File: src/rtl/i2cSeqPkg.sv
package i2cSeqPkg;

  localparam int MAX_CHUNK  = 4;
  localparam int CMD_GO     = 0;
  localparam int CMD_READ   = 1;
  localparam int CMD_CHAIN  = 2;
  localparam int CMD_RPT    = 3;
  localparam int CMD_CNT_LO = 4;

  typedef enum logic [2:0] {
    RES_OK         = 3'd0,
    RES_BADARG     = 3'd1,
    RES_TIMEOUT    = 3'd2,
    RES_ABORT      = 3'd3,
    RES_INCOMPLETE = 3'd4,
    RES_LOSTARB    = 3'd5,
    RES_FAIL       = 3'd6,
    RES_NODATA     = 3'd7
  } resultT;

  typedef enum logic [2:0] {
    S_IDLE, S_PRE, S_LOAD, S_ISSUE, S_WAIT, S_DRAIN, S_FIN
  } stateT;

  typedef struct packed {
    logic latch;
    logic loadActive;
    logic issue;
    logic drainActive;
    logic advance;
  } seqStrobeT;

endpackage

File: src/rtl/seqData.sv
module seqData
  import i2cSeqPkg::*;
#(
  parameter int LEN_W = 16
) (
  input  logic             clk,
  input  logic             rstN,
  input  seqStrobeT        stb,
  input  logic [6:0]       devAddrIn,
  input  logic [31:0]      regAddrIn,
  input  logic [2:0]       addrLenIn,
  input  logic             readIn,
  input  logic [LEN_W-1:0] dataLenIn,
  input  logic [7:0]       txData,
  input  logic             txValid,
  output logic             txReady,
  output logic [7:0]       rxData,
  output logic             rxValid,
  input  logic             rxReady,
  output logic [6:0]       engDevAddr,
  output logic [7:0]       engWrData,
  output logic             engWrValid,
  output logic [7:0]       engCmd,
  input  logic [7:0]       engRdData,
  input  logic             engRdAvail,
  output logic             engRdPop,
  output logic             byteLast,
  output logic             readChunk,
  output logic             finalChunk,
  output logic             wrFire,
  output logic             popFire
);

  logic [31:0]      addrReg;
  logic [LEN_W-1:0] dataLenReg;
  logic [LEN_W-1:0] remain;
  logic [6:0]       devReg;
  logic             readReg;
  logic             inAddr;
  logic [1:0]       idx;

  logic             lastChunk;
  logic [2:0]       chunkSz;
  logic [1:0]       cntField;
  logic [2:0]       shiftFull;
  logic [7:0]       addrByte;
  logic             byteAvail;

  assign lastChunk = (remain <= LEN_W'(MAX_CHUNK));
  assign chunkSz   = lastChunk ? remain[2:0] : 3'(MAX_CHUNK);
  assign cntField  = 2'(chunkSz - 3'd1);
  assign byteLast  = ({1'b0, idx} == 3'(chunkSz - 3'd1));

  assign readChunk  = readReg && !inAddr;
  assign finalChunk = lastChunk && !inAddr;

  // most significant of the selected low bytes goes first
  assign shiftFull = 3'(remain[2:0] - 3'd1 - {1'b0, idx});
  assign addrByte  = addrReg[{shiftFull[1:0], 3'b000} +: 8];

  assign byteAvail  = inAddr ? 1'b1 : txValid;
  assign engWrValid = stb.loadActive && byteAvail;
  assign engWrData  = inAddr ? addrByte : txData;
  assign txReady    = stb.loadActive && !inAddr;
  assign wrFire     = engWrValid;

  assign rxValid  = stb.drainActive && engRdAvail;
  assign rxData   = engRdData;
  assign engRdPop = rxValid && rxReady;
  assign popFire  = engRdPop;

  assign engDevAddr = devReg;

  always_comb begin
    engCmd = '0;
    engCmd[CMD_GO] = 1'b1;
    engCmd[CMD_CNT_LO +: 2] = cntField;
    engCmd[CMD_READ] = readChunk;
    engCmd[CMD_CHAIN] = (inAddr && !readReg) || !lastChunk;
    engCmd[CMD_RPT] = inAddr && readReg && lastChunk;
  end

  always_ff @(posedge clk) begin
    if (!rstN) begin
      addrReg    <= '0;
      dataLenReg <= '0;
      remain     <= '0;
      devReg     <= '0;
      readReg    <= 1'b0;
      inAddr     <= 1'b0;
      idx        <= '0;
    end else if (stb.latch) begin
      addrReg    <= regAddrIn;
      dataLenReg <= dataLenIn;
      devReg     <= devAddrIn;
      readReg    <= readIn;
      inAddr     <= (addrLenIn != 3'd0);
      remain     <= (addrLenIn != 3'd0) ? LEN_W'(addrLenIn) : dataLenIn;
      idx        <= '0;
    end else if (stb.advance) begin
      idx <= '0;
      if (inAddr && lastChunk) begin
        inAddr <= 1'b0;
        remain <= dataLenReg;
      end else begin
        remain <= remain - LEN_W'(chunkSz);
      end
    end else if (wrFire || popFire) begin
      idx <= idx + 2'd1;
    end
  end

endmodule

File: src/rtl/seqCtrl.sv
module seqCtrl
  import i2cSeqPkg::*;
#(
  parameter int PRE_WAIT   = 10,
  parameter int POLL_DIV   = 4,
  parameter int POLL_LIMIT = 80
) (
  input  logic       clk,
  input  logic       rstN,
  input  logic       start,
  input  logic       argsOk,
  input  logic       engPending,
  input  logic       engError,
  input  logic       engAbort,
  input  logic       engIncomplete,
  input  logic       engLostArb,
  input  logic       engRdAvail,
  input  logic       byteLast,
  input  logic       readChunk,
  input  logic       finalChunk,
  input  logic       wrFire,
  input  logic       popFire,
  output seqStrobeT  stb,
  output logic       busy,
  output logic       done,
  output logic [2:0] result
);

  localparam int PRE_W  = $clog2(PRE_WAIT + 1);
  localparam int TICK_W = $clog2(POLL_DIV + 1);
  localparam int POLL_W = $clog2(POLL_LIMIT + 1);

  stateT             state;
  resultT            resReg;
  logic [PRE_W-1:0]  preCnt;
  logic [TICK_W-1:0] tickCnt;
  logic [POLL_W-1:0] pollCnt;
  logic              tick;
  logic              drainEnd;
  resultT            errCode;

  assign tick     = (tickCnt == TICK_W'(POLL_DIV - 1));
  assign drainEnd = (state == S_DRAIN) && popFire && byteLast;

  always_comb begin
    if (engAbort)           errCode = RES_ABORT;
    else if (engIncomplete) errCode = RES_INCOMPLETE;
    else if (engLostArb)    errCode = RES_LOSTARB;
    else                    errCode = RES_FAIL;
  end

  always_comb begin
    stb = '0;
    stb.latch       = (state == S_IDLE) && start && argsOk;
    stb.loadActive  = (state == S_LOAD) && !readChunk;
    stb.issue       = (state == S_ISSUE);
    stb.drainActive = (state == S_DRAIN);
    stb.advance     = drainEnd ||
                      ((state == S_WAIT) && tick && !engError &&
                       !engPending && !readChunk);
  end

  assign busy   = (state != S_IDLE);
  assign done   = (state == S_FIN);
  assign result = resReg;

  always_ff @(posedge clk) begin
    if (!rstN) begin
      state   <= S_IDLE;
      resReg  <= RES_OK;
      preCnt  <= '0;
      tickCnt <= '0;
      pollCnt <= '0;
    end else begin
      case (state)
        S_IDLE: begin
          if (start) begin
            if (!argsOk) begin
              resReg <= RES_BADARG;
              state  <= S_FIN;
            end else begin
              preCnt <= '0;
              state  <= S_PRE;
            end
          end
        end
        S_PRE: begin
          if (!engPending) begin
            state <= S_LOAD;
          end else if (preCnt == PRE_W'(PRE_WAIT - 1)) begin
            resReg <= RES_TIMEOUT;
            state  <= S_FIN;
          end else begin
            preCnt <= preCnt + 1'b1;
          end
        end
        S_LOAD: begin
          if (readChunk || (wrFire && byteLast)) state <= S_ISSUE;
        end
        S_ISSUE: begin
          tickCnt <= '0;
          pollCnt <= '0;
          state   <= S_WAIT;
        end
        S_WAIT: begin
          if (!tick) begin
            tickCnt <= tickCnt + 1'b1;
          end else begin
            tickCnt <= '0;
            if (engError) begin
              resReg <= errCode;
              state  <= S_FIN;
            end else if (!engPending) begin
              if (readChunk) begin
                if (engRdAvail) begin
                  state <= S_DRAIN;
                end else begin
                  resReg <= RES_NODATA;
                  state  <= S_FIN;
                end
              end else if (finalChunk) begin
                resReg <= RES_OK;
                state  <= S_FIN;
              end else begin
                state <= S_LOAD;
              end
            end else if (pollCnt == POLL_W'(POLL_LIMIT - 1)) begin
              resReg <= RES_TIMEOUT;
              state  <= S_FIN;
            end else begin
              pollCnt <= pollCnt + 1'b1;
            end
          end
        end
        S_DRAIN: begin
          if (drainEnd) begin
            if (finalChunk) begin
              resReg <= RES_OK;
              state  <= S_FIN;
            end else begin
              state <= S_LOAD;
            end
          end
        end
        S_FIN:   state <= S_IDLE;
        default: state <= S_IDLE;
      endcase
    end
  end

endmodule

File: src/rtl/i2c_chunk_seq.sv
module i2c_chunk_seq
  import i2cSeqPkg::*;
#(
  parameter int LEN_W      = 16,
  parameter int PRE_WAIT   = 10,
  parameter int POLL_DIV   = 4,
  parameter int POLL_LIMIT = 80
) (
  input  logic             clk,
  input  logic             rstN,
  input  logic             start,
  input  logic [6:0]       devAddr,
  input  logic [31:0]      regAddr,
  input  logic [2:0]       addrLen,
  input  logic             readMode,
  input  logic [LEN_W-1:0] dataLen,
  input  logic [7:0]       txData,
  input  logic             txValid,
  output logic             txReady,
  output logic [7:0]       rxData,
  output logic             rxValid,
  input  logic             rxReady,
  output logic [6:0]       engDevAddr,
  output logic [7:0]       engWrData,
  output logic             engWrValid,
  output logic [7:0]       engCmd,
  output logic             engCmdValid,
  input  logic             engPending,
  input  logic             engError,
  input  logic             engAbort,
  input  logic             engIncomplete,
  input  logic             engLostArb,
  input  logic [7:0]       engRdData,
  input  logic             engRdAvail,
  output logic             engRdPop,
  output logic             busy,
  output logic             done,
  output logic [2:0]       result
);

  seqStrobeT stb;
  logic      argsOk;
  logic      byteLast, readChunk, finalChunk, wrFire, popFire;

  assign argsOk      = (dataLen != '0) && (addrLen <= 3'(MAX_CHUNK));
  assign engCmdValid = stb.issue;

  seqCtrl #(
    .PRE_WAIT  (PRE_WAIT),
    .POLL_DIV  (POLL_DIV),
    .POLL_LIMIT(POLL_LIMIT)
  ) ctrl (
    .clk          (clk),
    .rstN         (rstN),
    .start        (start),
    .argsOk       (argsOk),
    .engPending   (engPending),
    .engError     (engError),
    .engAbort     (engAbort),
    .engIncomplete(engIncomplete),
    .engLostArb   (engLostArb),
    .engRdAvail   (engRdAvail),
    .byteLast     (byteLast),
    .readChunk    (readChunk),
    .finalChunk   (finalChunk),
    .wrFire       (wrFire),
    .popFire      (popFire),
    .stb          (stb),
    .busy         (busy),
    .done         (done),
    .result       (result)
  );

  seqData #(.LEN_W(LEN_W)) dp (
    .clk       (clk),
    .rstN      (rstN),
    .stb       (stb),
    .devAddrIn (devAddr),
    .regAddrIn (regAddr),
    .addrLenIn (addrLen),
    .readIn    (readMode),
    .dataLenIn (dataLen),
    .txData    (txData),
    .txValid   (txValid),
    .txReady   (txReady),
    .rxData    (rxData),
    .rxValid   (rxValid),
    .rxReady   (rxReady),
    .engDevAddr(engDevAddr),
    .engWrData (engWrData),
    .engWrValid(engWrValid),
    .engCmd    (engCmd),
    .engRdData (engRdData),
    .engRdAvail(engRdAvail),
    .engRdPop  (engRdPop),
    .byteLast  (byteLast),
    .readChunk (readChunk),
    .finalChunk(finalChunk),
    .wrFire    (wrFire),
    .popFire   (popFire)
  );

endmodule

File: config.mk
export PLATFORM = sky130hd
export DESIGN_NAME = i2c_chunk_seq
export DESIGN_NICKNAME = d
export VERILOG_FILES = /design/src/rtl/i2cSeqPkg.sv /design/src/rtl/seqData.sv /design/src/rtl/seqCtrl.sv /design/src/rtl/i2c_chunk_seq.sv
export SDC_FILE = /design/constraint.sdc
export NUM_CORES = 1
export LEC_CHECK = 0
export BUFFER_PORTS_ARGS = -buffer_cell sky130_fd_sc_hd__buf_2
export CORE_ASPECT_RATIO = 1.4
export CORE_MARGIN = 4
export CORE_UTILIZATION = 58
export CTS_CLUSTER_DIAMETER = 120
export CTS_CLUSTER_SIZE = 8
export DETAILED_ROUTE_END_ITERATION = 6
export PLACE_DENSITY = 0.86
export SYNTH_ARGS = -nofsm -noshare
export SYNTH_HDL_FRONTEND = slang
export SYNTH_SLANG_ARGS = --single-unit
File: constraint.sdc
create_clock -name clk -period 6.9 [get_ports clk]
set_clock_uncertainty 0.15 [all_clocks]
set_input_delay 0 -clock clk [delete_from_list [all_inputs] [get_ports clk]]
set_output_delay 0 -clock clk [all_outputs]
set_load 0.02 [all_outputs]
==> flow_summary.toml, run 1 <==
[sta]
period_share_pct = 53.8
max_freq_mhz = 269
worstMarginPinSlew_ns = 1.17
period_needed_ns = 3.71
finalSetupTns_ns = 0
slew_headroom_pct = 21.7
drv_slew = 0
grt_setup_unrepaired = "false"
hold_viol_final = 0
finalSetupViolCount = 0

[floorplan]
core_area_mm2 = 0.00861
start_util_pct = 59.7
fp.dieW_um = 87.6
die-area_mm2 = 0.0105
num_rows = 40
ios = 127
die_y_um = 119

[detailed_routing]
dr.pass1.iters = 6
met2_length_mm = 8.23
met1_length_mm = 5.85
vias = 5617
drt-initial-drc-count = 571
wl_met3_mm = 1.13
viasPerCell = 6.11
routed_wl_mm = 15.9
wl_per_cell_um = 17.4
routed.top_layer = "met4"
drc = 0
postRouteAntennaNets = 0

[final_layout]
fillers = 608
area_delta_synth_final_pct = 26.6
final_cell_mix = "nand2_1, buf_2, dfxtp_1"
layout.nets = 901
final_common_cell = "nand2_1"
layout-drive-gt1-share_pct = 19.4

[setup_path]
worstPathArrival_ns = 3.79
crit_type = "reg2reg"
start_kind = "flip-flop"
end_kind = "flip-flop"
cp.required_ns = 6.98
path_max_fanout = 9

[clock_network]
clk_path_buf_depth = 2
cts_tree = "built"
cts-root-buf = "clkbuf_16"
insertion_delay_ns = 0.35
clk_pin_slew_ns = 0.07
cts_sinks = 95
htreeDepth = 3
cts_buffers = 9

[logic_synthesis]
netlist_top_cells_area = "dfxtp_1, nand2_1, a21oi_1"
async_reset_ff_share_pct = 0
synth_area_mm2 = 0.00514
yosysTopAreaCellShare_pct = 37.0
netlist_instances = 673
ys_warn_count = 0
synth_cell_types = 69
yosys_register_bits = 95
ys_seq_area_share_pct = 37.0
synth_ff_type = "dfxtp_1"
synth_area_per_cell_um2 = 7.64
synth_edf_count = 0
yosysTopAreaCell = "dfxtp_1"

[placed_design]
globalplace.congestion = 0.918
hpwl_mm = 9.53
io_buffers = 107

[grt]
grt_pass1_wl_mm = 25.6
track_usage_pct = 30.5
grt_pass1_vias = 5537
grt_overflow_total = 0
grt_max_degree = 81
grt_antenna_before_repair = 1

[run]
drv_cap = 0

[pwr]
leakage_uw = 0.00267
p_per_area_mw_per_mm2 = 364
finalPower_uw = 2370
ir_drop_mv = 0.212

[worst_hold_path]
min_path_type = "in2reg"

[run_status]
status = "finished clean"
-- synth_stat cells (9+ instances only) --
library cell	number
buf_4	12
nor4_1	9
nor2_1	52
clkbuf_1	28
nand2_1	159
nor3_1	16
a31oi_1	9
nand3_1	14
o21ai_0	16
inv_1	16
a21oi_1	92
dfxtp_1	95
buf_1	9
xor2_1	10
-- cell type report --
class / count / area (um2) / area share [%]
Timing Repair Buffer: 177 / 1230 / 18.8
Multi-Input combinational cell: 509 / 2910 / 44.8
Sequential cell: 95 / 1900 / 29.2
Clock buffer: 10 / 229 / 3.52
Antenna cell: 1 / 2.50 / 0.0384
Tap cell: 105 / 131 / 2.02
Inverter: 16 / 60.1 / 0.923
Clock inverter: 6 / 43.8 / 0.673
-- flip-flops by register name, summed over array words and instances (netlist names) --
name	cells
ctrl.state	3
dp.engDevAddr	7
ctrl.pollCnt	7
dp.dataLenReg	16
dp.addrReg	32
dp.readReg	1
ctrl.tickCnt	3
dp.inAddr	1
dp.remain	16
ctrl.result	3
ctrl.preCnt	4
dp.idx	2
-- where the power goes --
part           total (uW)  internal [uW]  switching [uW]
logic                1130            439             690
registers             771            649             122
clock network         471            247             224
total                2370           1330            1040
-- critical path, cell delays in order, from the launching register on --
cell and delay (ns):
dfxtp_1 0.39, or4_1 0.68, nor4_4 0.39, nand3_1 0.18, ha_1 0.36, xor2_1 0.18, nor4b_2 0.30, o21ai_0 0.16
or2_1 0.27, a21oi_2 0.21, mux2_1 0.33
-- what timing repair did --
| action | CTS | global route |
|---|---|---|
| endpoints found under the hold margin | 84 | 0 |
| hold buffers | 66 | 0 |
| buffers inserted | 0 | 0 |
| resized for setup | 0 | 0 |
-- per-stage QoR --
| stage | cell area [um2] | util [%] | setup WS [ns] | instances | hold WS [ns] |
|---|---|---|---|---|---|
| global placement | 5570 | 64.7 | 3.42 | 836 | -0.150 |
| global route | 6510 | 75.6 | 3.01 | 919 | 0.0518 |
| floorplan | 5150 | - | 3.29 | 675 | -0.0374 |
| detailed placement | 5570 | 64.7 | 3.24 | 836 | -0.150 |
| CTS | 6510 | 75.6 | 3.22 | 918 | 0.00448 |
| finish | 6510 | 75.6 | 3.19 | 919 | 0.0228 |
-- worst paths after layout --
kind,startpoint,depth (start not counted),to,slack [ns]
worst min register to register,dp.engDevAddr[3],2,dp.engDevAddr[3],0.30
worst max register to register,dp.remain[7],10,ctrl.result[2],3.19
worst max-delay path,dp.remain[7],10,ctrl.result[2],3.19
worst min-delay path,engRdAvail,5,ctrl.state[0],0.02
-- routing by layer --
layer  global-route usage [%]  vias to the layer above
met5                        0                        -
met4                     16.4                        0
met3                     4.71                       77
met2                     53.2                      345
met1                     34.6                     2582
li1                         -                     2613
-- cells by family after synthesis --
logic type | count (synthesis) | synth area share (%)
compound gates | 173 | 20.8
xor+xnor | 15 | 2.56
other cells | 2 | 0.146
buf+inv | 71 | 6.57
mux | 21 | 6.26
simple gates | 289 | 24.9
fa+ha+maj | 7 | 1.70
flops | 95 | 37.0
Power figures use the tool's default switching activity.
==> run 2, diff against run 1 <==
CORE_UTILIZATION = 49   (was 58)
PLACE_DENSITY = 0.77   (was 0.86)
clock period = 3.2 ns   (was 6.9 ns; I/O delays follow)
==> run 2 against run 1 <==
Compared with the run above: critical endpoint is now dp.remain[4]; sequential power grew 110%; critical path type unchanged; routed wire length shrank 0.21%; combinational power grew to 2.6 times the previous value; largest cell class unchanged; largest power group unchanged; register-to-register slack lost 3.1 ns; non-clock buffer count grew 31.
==> flow_summary.toml, run 2 (synthesized netlist as in run 1, its figures left out) <==
[grt]
grt_antenna_before_repair = 0
gr-usage-met2_pct = 44.9
grt_pass1_wl_mm = 25.4
track_usage_pct = 25.8
met1_usage_pct = 30.1
grt_max_degree = 54
grt_pass1_vias = 5397
grt_use_met3_pct = 5.57
top_usage_layer = "met2"
grt_overflow_total = 0

[floorplan]
die_y_um = 129
fp.dieW_um = 94.6
die-area_mm2 = 0.0122
start_util_pct = 49.9
core_area_mm2 = 0.0103
num_rows = 44
ios = 127

[sta]
max_freq_mhz = 316
finalSetupViolCount = 0
slew_headroom_pct = 30.6
period_share_pct = 98.8
finalSetupTns_ns = 0
period_needed_ns = 3.16
drv_slew = 0
whs_ns = 0.0177
worstMarginPinSlew_ns = 1.03
hold_viol_final = 0
grt_setup_unrepaired = "true"

[clock_network]
cts-root-buf = "clkbuf_16"
insertion_delay_ns = 0.34
htreeDepth = 3
cts_buffers = 9
cts_sinks = 95
clk_pin_slew_ns = 0.07
cts_tree = "built"
clk_path_buf_depth = 2

[worst_hold_path]
min_path_type = "in2reg"
whs_path_depth = 5

[final_layout]
n_antenna_cell = 0
area_delta_synth_final_pct = 35.6
final_common_cell = "nand2_1"
largestRegisters = "dp.addrReg x32, dp.dataLenReg x16, dp.remain x16"
largest_reg_flops = 32
layout-drive-gt1-share_pct = 25.4
layout.nets = 932
top_register = "dp.addrReg"
final_cell_mix = "nand2_1, buf_2, dfxtp_1"
final_util_pct = 67.7
layout.cells.non_filler = 982

[pwr]
ir_drop_mv = 0.533
pwr-share-seq_pct = 28.9
p_per_area_mw_per_mm2 = 794
leakage_uw = 0.00286
p_int_uw = 3180
combPwrFrac_pct = 52.7
clkPwrFrac_pct = 18.5
p_sw_uw = 2360
sw_frac_of_total_pct = 42.6

[detailed_routing]
drc = 0
viasPerCell = 5.74
wl_per_cell_um = 16.2
routed_wl_mm = 15.9
drt-initial-drc-count = 369
vias = 5632
dr.pass1.iters = 5
postRouteAntennaNets = 0

[setup_path]
path_max_fanout = 4
worstPathArrival_ns = 3.25
crit_type = "reg2reg"
end_kind = "flip-flop"
critPathMaxStageDelay_ns = 0.56
rr_worst_depth = 11
cp.required_ns = 3.29
slowest_stage = "or4_4"
start_kind = "flip-flop"
crit_chain = "or4_4 > nor4_4 > nand3_2 > ha_4 > xor2_2 > nor4b_4 > o22ai_2 > o21ai_4 > buf_4 > a21oi_1 > a41o_1"

[placed_design]
io_buffers = 107
dp.cells = 889
hpwl_mm = 10.3
globalplace.congestion = 0.944

[run_status]
status = "finished clean"

[run]
drv_cap = 0
-- run 2: cell types whose count changed in the layout (fill, tap and decap cells not counted), sizes merged --
cell / change
buf: +30
clkbuf: +2
clkinv: -2
diode: -1
inv: +1
-- run 2: layout make-up --
cell class	count	area (um2)
Timing Repair Buffer	208	1510
Sequential cell	95	1900
Fill cell	828	3330
Tap cell	138	173
Multi-Input combinational cell	509	3040
Clock buffer	11	243
Inverter	16	60.1
Clock inverter	5	38.8
-- run 2: power groups by stage --
stage | clock (uW) | combinational [uW] | sequential (uW)
after global placement | 0 | 2550 | 1590
final | 1020 | 2910 | 1600
after floorplan | 0 | 1960 | 1570
after detailed placement | 0 | 2580 | 1610
after CTS | 1030 | 2690 | 1590
after global routing | 1080 | 3170 | 1620
-- run 2: path summary, 6_finish.rpt --
path / startpoint / end / slack, ns
worst max-delay path: dp.remain[10] / dp.remain[4] / 0.04
worst min-delay path: addrLen[1] / dp.remain[1] / 0.02
worst max register to register: dp.remain[10] / dp.remain[4] / 0.04
worst min register to register: ctrl.tickCnt[2] / ctrl.tickCnt[2] / 0.30
-- run 2: routing by layer --
metal / wire length, um / vias up / share of wire, %
met5: 0 / - / 0
met4: 510 / 0 / 3.2
met3: 1110 / 55 / 7.0
met2: 8150 / 255 / 51
met1: 6150 / 2651 / 39
li1: - / 2671 / -
-- run 2: per-stage QoR --
stage / worst slack (ns) / area, um2 / total power, uW
detailed placement: -0.0622 / 5820 / 4190
floorplan: -0.289 / 5200 / 3540
global placement: 0.0440 / 5820 / 4140
global route: -0.157 / 6970 / 5880
CTS: 0.00874 / 6800 / 5310
finish: 0.0384 / 6970 / 5530
-- run 2: worst max-delay path, delay by kind of cell (launching register included) --
kind                     cells  cell delay (ns)
adder cells (fa/ha/maj)      1             0.31
AO/OA/AOI/OAI                4             0.68
buffers and inverters        1             0.18
AND/OR/NAND/NOR              4             1.27
XOR/XNOR                     1             0.15
flip-flops                   1             0.33
-- run 2: timing repair --
action,CTS,global route
gates resized for setup,4,19
endpoints found under the setup margin,4,23
cloned,0,1
pin swaps,7,13
setup buffers,2,8
hold buffers,66,0
hold endpoints to repair,79,0
==> run 3, diff against run 2 <==
CORE_UTILIZATION = 50   (was 49)
CTS_BUF_LIST = sky130_fd_sc_hd__clkbuf_8   (was default)
PLACE_DENSITY = 0.79   (was 0.77)
==> run 3 against run 2 <==
Compared with the run above: via count is 0.21% higher; count of clock-buffer cells in the layout decreased by 2; routed wire length grew 4.2%; final area shrank 0.97%; combinational power grew 2%; non-clock buffer count rose by 4; global-route usage increased by 0.88 points; critical path depth is the same; total power decreased by 3.9%; largest cell class unchanged; critical endpoint is now dp.remain[11]; setup slack worse by 0.14 ns; the flow now finishes with violations (setup timing).
==> flow_summary.toml, run 3 (synthesized netlist as in run 1, its figures left out) <==
[run_status]
status = "finished with violations"
violations = "setup timing"

[final_layout]
largestRegisters = "dp.addrReg x32, dp.dataLenReg x16, dp.remain x16"
final_common_cell = "nand2_1"
design_area_mm2 = 0.00690
layout.nets = 937
area_delta_synth_final_pct = 34.3
final_cell_mix = "nand2_1, buf_2, dfxtp_1"
top_register = "dp.addrReg"
layout.cells.non_filler = 986
largest_reg_flops = 32
layout-drive-gt1-share_pct = 25.5

[sta]
finalSetupTns_ns = -0.938
finalSetupViolCount = 19
period_share_pct = 103
drv_slew = 0
whs_ns = 0.00261
slew_headroom_pct = 32.3
period_needed_ns = 3.30
max_freq_mhz = 303
worst_slack_ns = -0.105
grt_setup_unrepaired = "true"
hold_viol_final = 0
worstMarginPinSlew_ns = 1.01

[placed_design]
dp.cells = 890
io_buffers = 107
dpl_cell_area_mm2 = 0.00584
hpwl_mm = 10.5
globalplace.congestion = 0.947
place_ws_ns = -0.0605

[run]
drv_cap = 0

[pwr]
p_int_uw = 2960
sw_frac_of_total_pct = 44.3
p_per_area_mw_per_mm2 = 770
clkPwrFrac_pct = 14.6
combPwrFrac_pct = 56.0
ir_drop_mv = 0.405
p_sw_uw = 2350
leakage_uw = 0.00283
pwr-share-seq_pct = 29.4

[detailed_routing]
vias = 5644
drc = 0
wl_per_cell_um = 16.8
drt-initial-drc-count = 366
routed_wl_mm = 16.6
postRouteAntennaNets = 0
dr.pass1.iters = 5
viasPerCell = 5.72

[grt]
grt_max_degree = 54
grt_use_met3_pct = 5.23
met1_usage_pct = 31.5
track_usage_pct = 26.7
grt_antenna_before_repair = 2
grt_pass1_vias = 5400
top_usage_layer = "met2"
gr-usage-met2_pct = 46.0
grt_pass1_wl_mm = 25.9
grt_overflow_total = 0

[clock_network]
insertion_delay_ns = 0.37
cts_tree = "built"
cts-root-buf = "clkbuf_8"
cts_buffers = 9
clk_path_buf_depth = 2
clk_pin_slew_ns = 0.09
cts_sinks = 95
htreeDepth = 3

[setup_path]
crit_type = "reg2reg"
slowest_stage = "or4_4"
path_max_fanout = 6
worst-r2r-setup-slack_ns = -0.10
critical_path.top_delay_family = "simple AND/OR/NAND/NOR gates"
rr_worst_depth = 11
start_kind = "flip-flop"
worstPathArrival_ns = 3.43
crit_chain = "or4_4 > nor4_4 > nand3_2 > ha_4 > xor2_2 > nor4b_4 > o22ai_4 > o21ai_4 > buf_6 > nor2_1 > a311oi_1"
cp.required_ns = 3.32
r2r-start = "dp.remain[8]"
end_kind = "flip-flop"
rr_endpoint = "dp.remain[11]"
critPathBufInv = 1
critPathMaxStageDelay_ns = 0.55

[floorplan]
num_rows = 43
core_area_mm2 = 0.00995
die-area_mm2 = 0.0120
start_util_pct = 51.6
fp.dieW_um = 93.7
ios = 127
die_y_um = 128

[worst_hold_path]
hold_path_end = "ctrl.state[0]"
hp-start = "txValid"
min_path_type = "in2reg"
whs_path_depth = 5
run 3: area by class of cell:
| cell class | instances | area (um2) |
|---|---|---|
| Multi-Input combinational cell | 510 | 3070 |
| Fill cell | 773 | 3050 |
| Sequential cell | 95 | 1900 |
| Timing Repair Buffer | 212 | 1500 |
| Tap cell | 135 | 169 |
| Clock buffer | 9 | 124 |
| Clock inverter | 5 | 60.1 |
| Inverter | 16 | 60.1 |
| Antenna cell | 4 | 10.0 |
run 3: power groups by stage:
stage	clock network [uW]	registers, uW	logic (uW)
finish	778	1560	2980
global route	836	1590	3230
CTS	791	1550	2760
detailed placement	0	1580	2640
global placement	0	1560	2610
floorplan	0	1570	1960
run 3: how the worst max path moves through the flow:
stage | cells after the start | start | end
finish | 11 | dp.remain[8] | dp.remain[11]
global route | 10 | dp.remain[8] | ctrl.result[2]
CTS | 10 | dp.remain[15] | ctrl.result[2]
detailed placement | 10 | dp.remain[10] | dp.remain[15]
global placement | 10 | dp.remain[10] | dp.remain[15]
floorplan | 11 | dp.remain[8] | ctrl.result[2]
run 3: repair_timing:
action	CTS	global route
setup buffers	2	8
cloned	0	1
pin swaps	7	16
hold endpoints to repair	87	0
endpoints found under the setup margin	9	20
gates resized for setup	4	27
hold buffers	67	0
run 3: layer usage:
metal	vias up	wire length [um]
li1	2685	-
met1	2642	6350
met2	265	8450
met3	52	1130
met4	0	652
met5	-	0
run 3: tightest hold or removal path, delay by kind of cell:
family | cells | cell delay [ns]
buffers and inverters | 1 | 0.08
AND/OR/NAND/NOR | 2 | 0.18
AO/OA/AOI/OAI | 2 | 0.22
run 3: per-stage QoR:
step / util (%) / power [uW]
finish: 69.3 / 5320
global route: 69.3 / 5650
floorplan: - / 3540
detailed placement: 58.7 / 4210
global placement: 58.7 / 4170
CTS: 67.6 / 5100
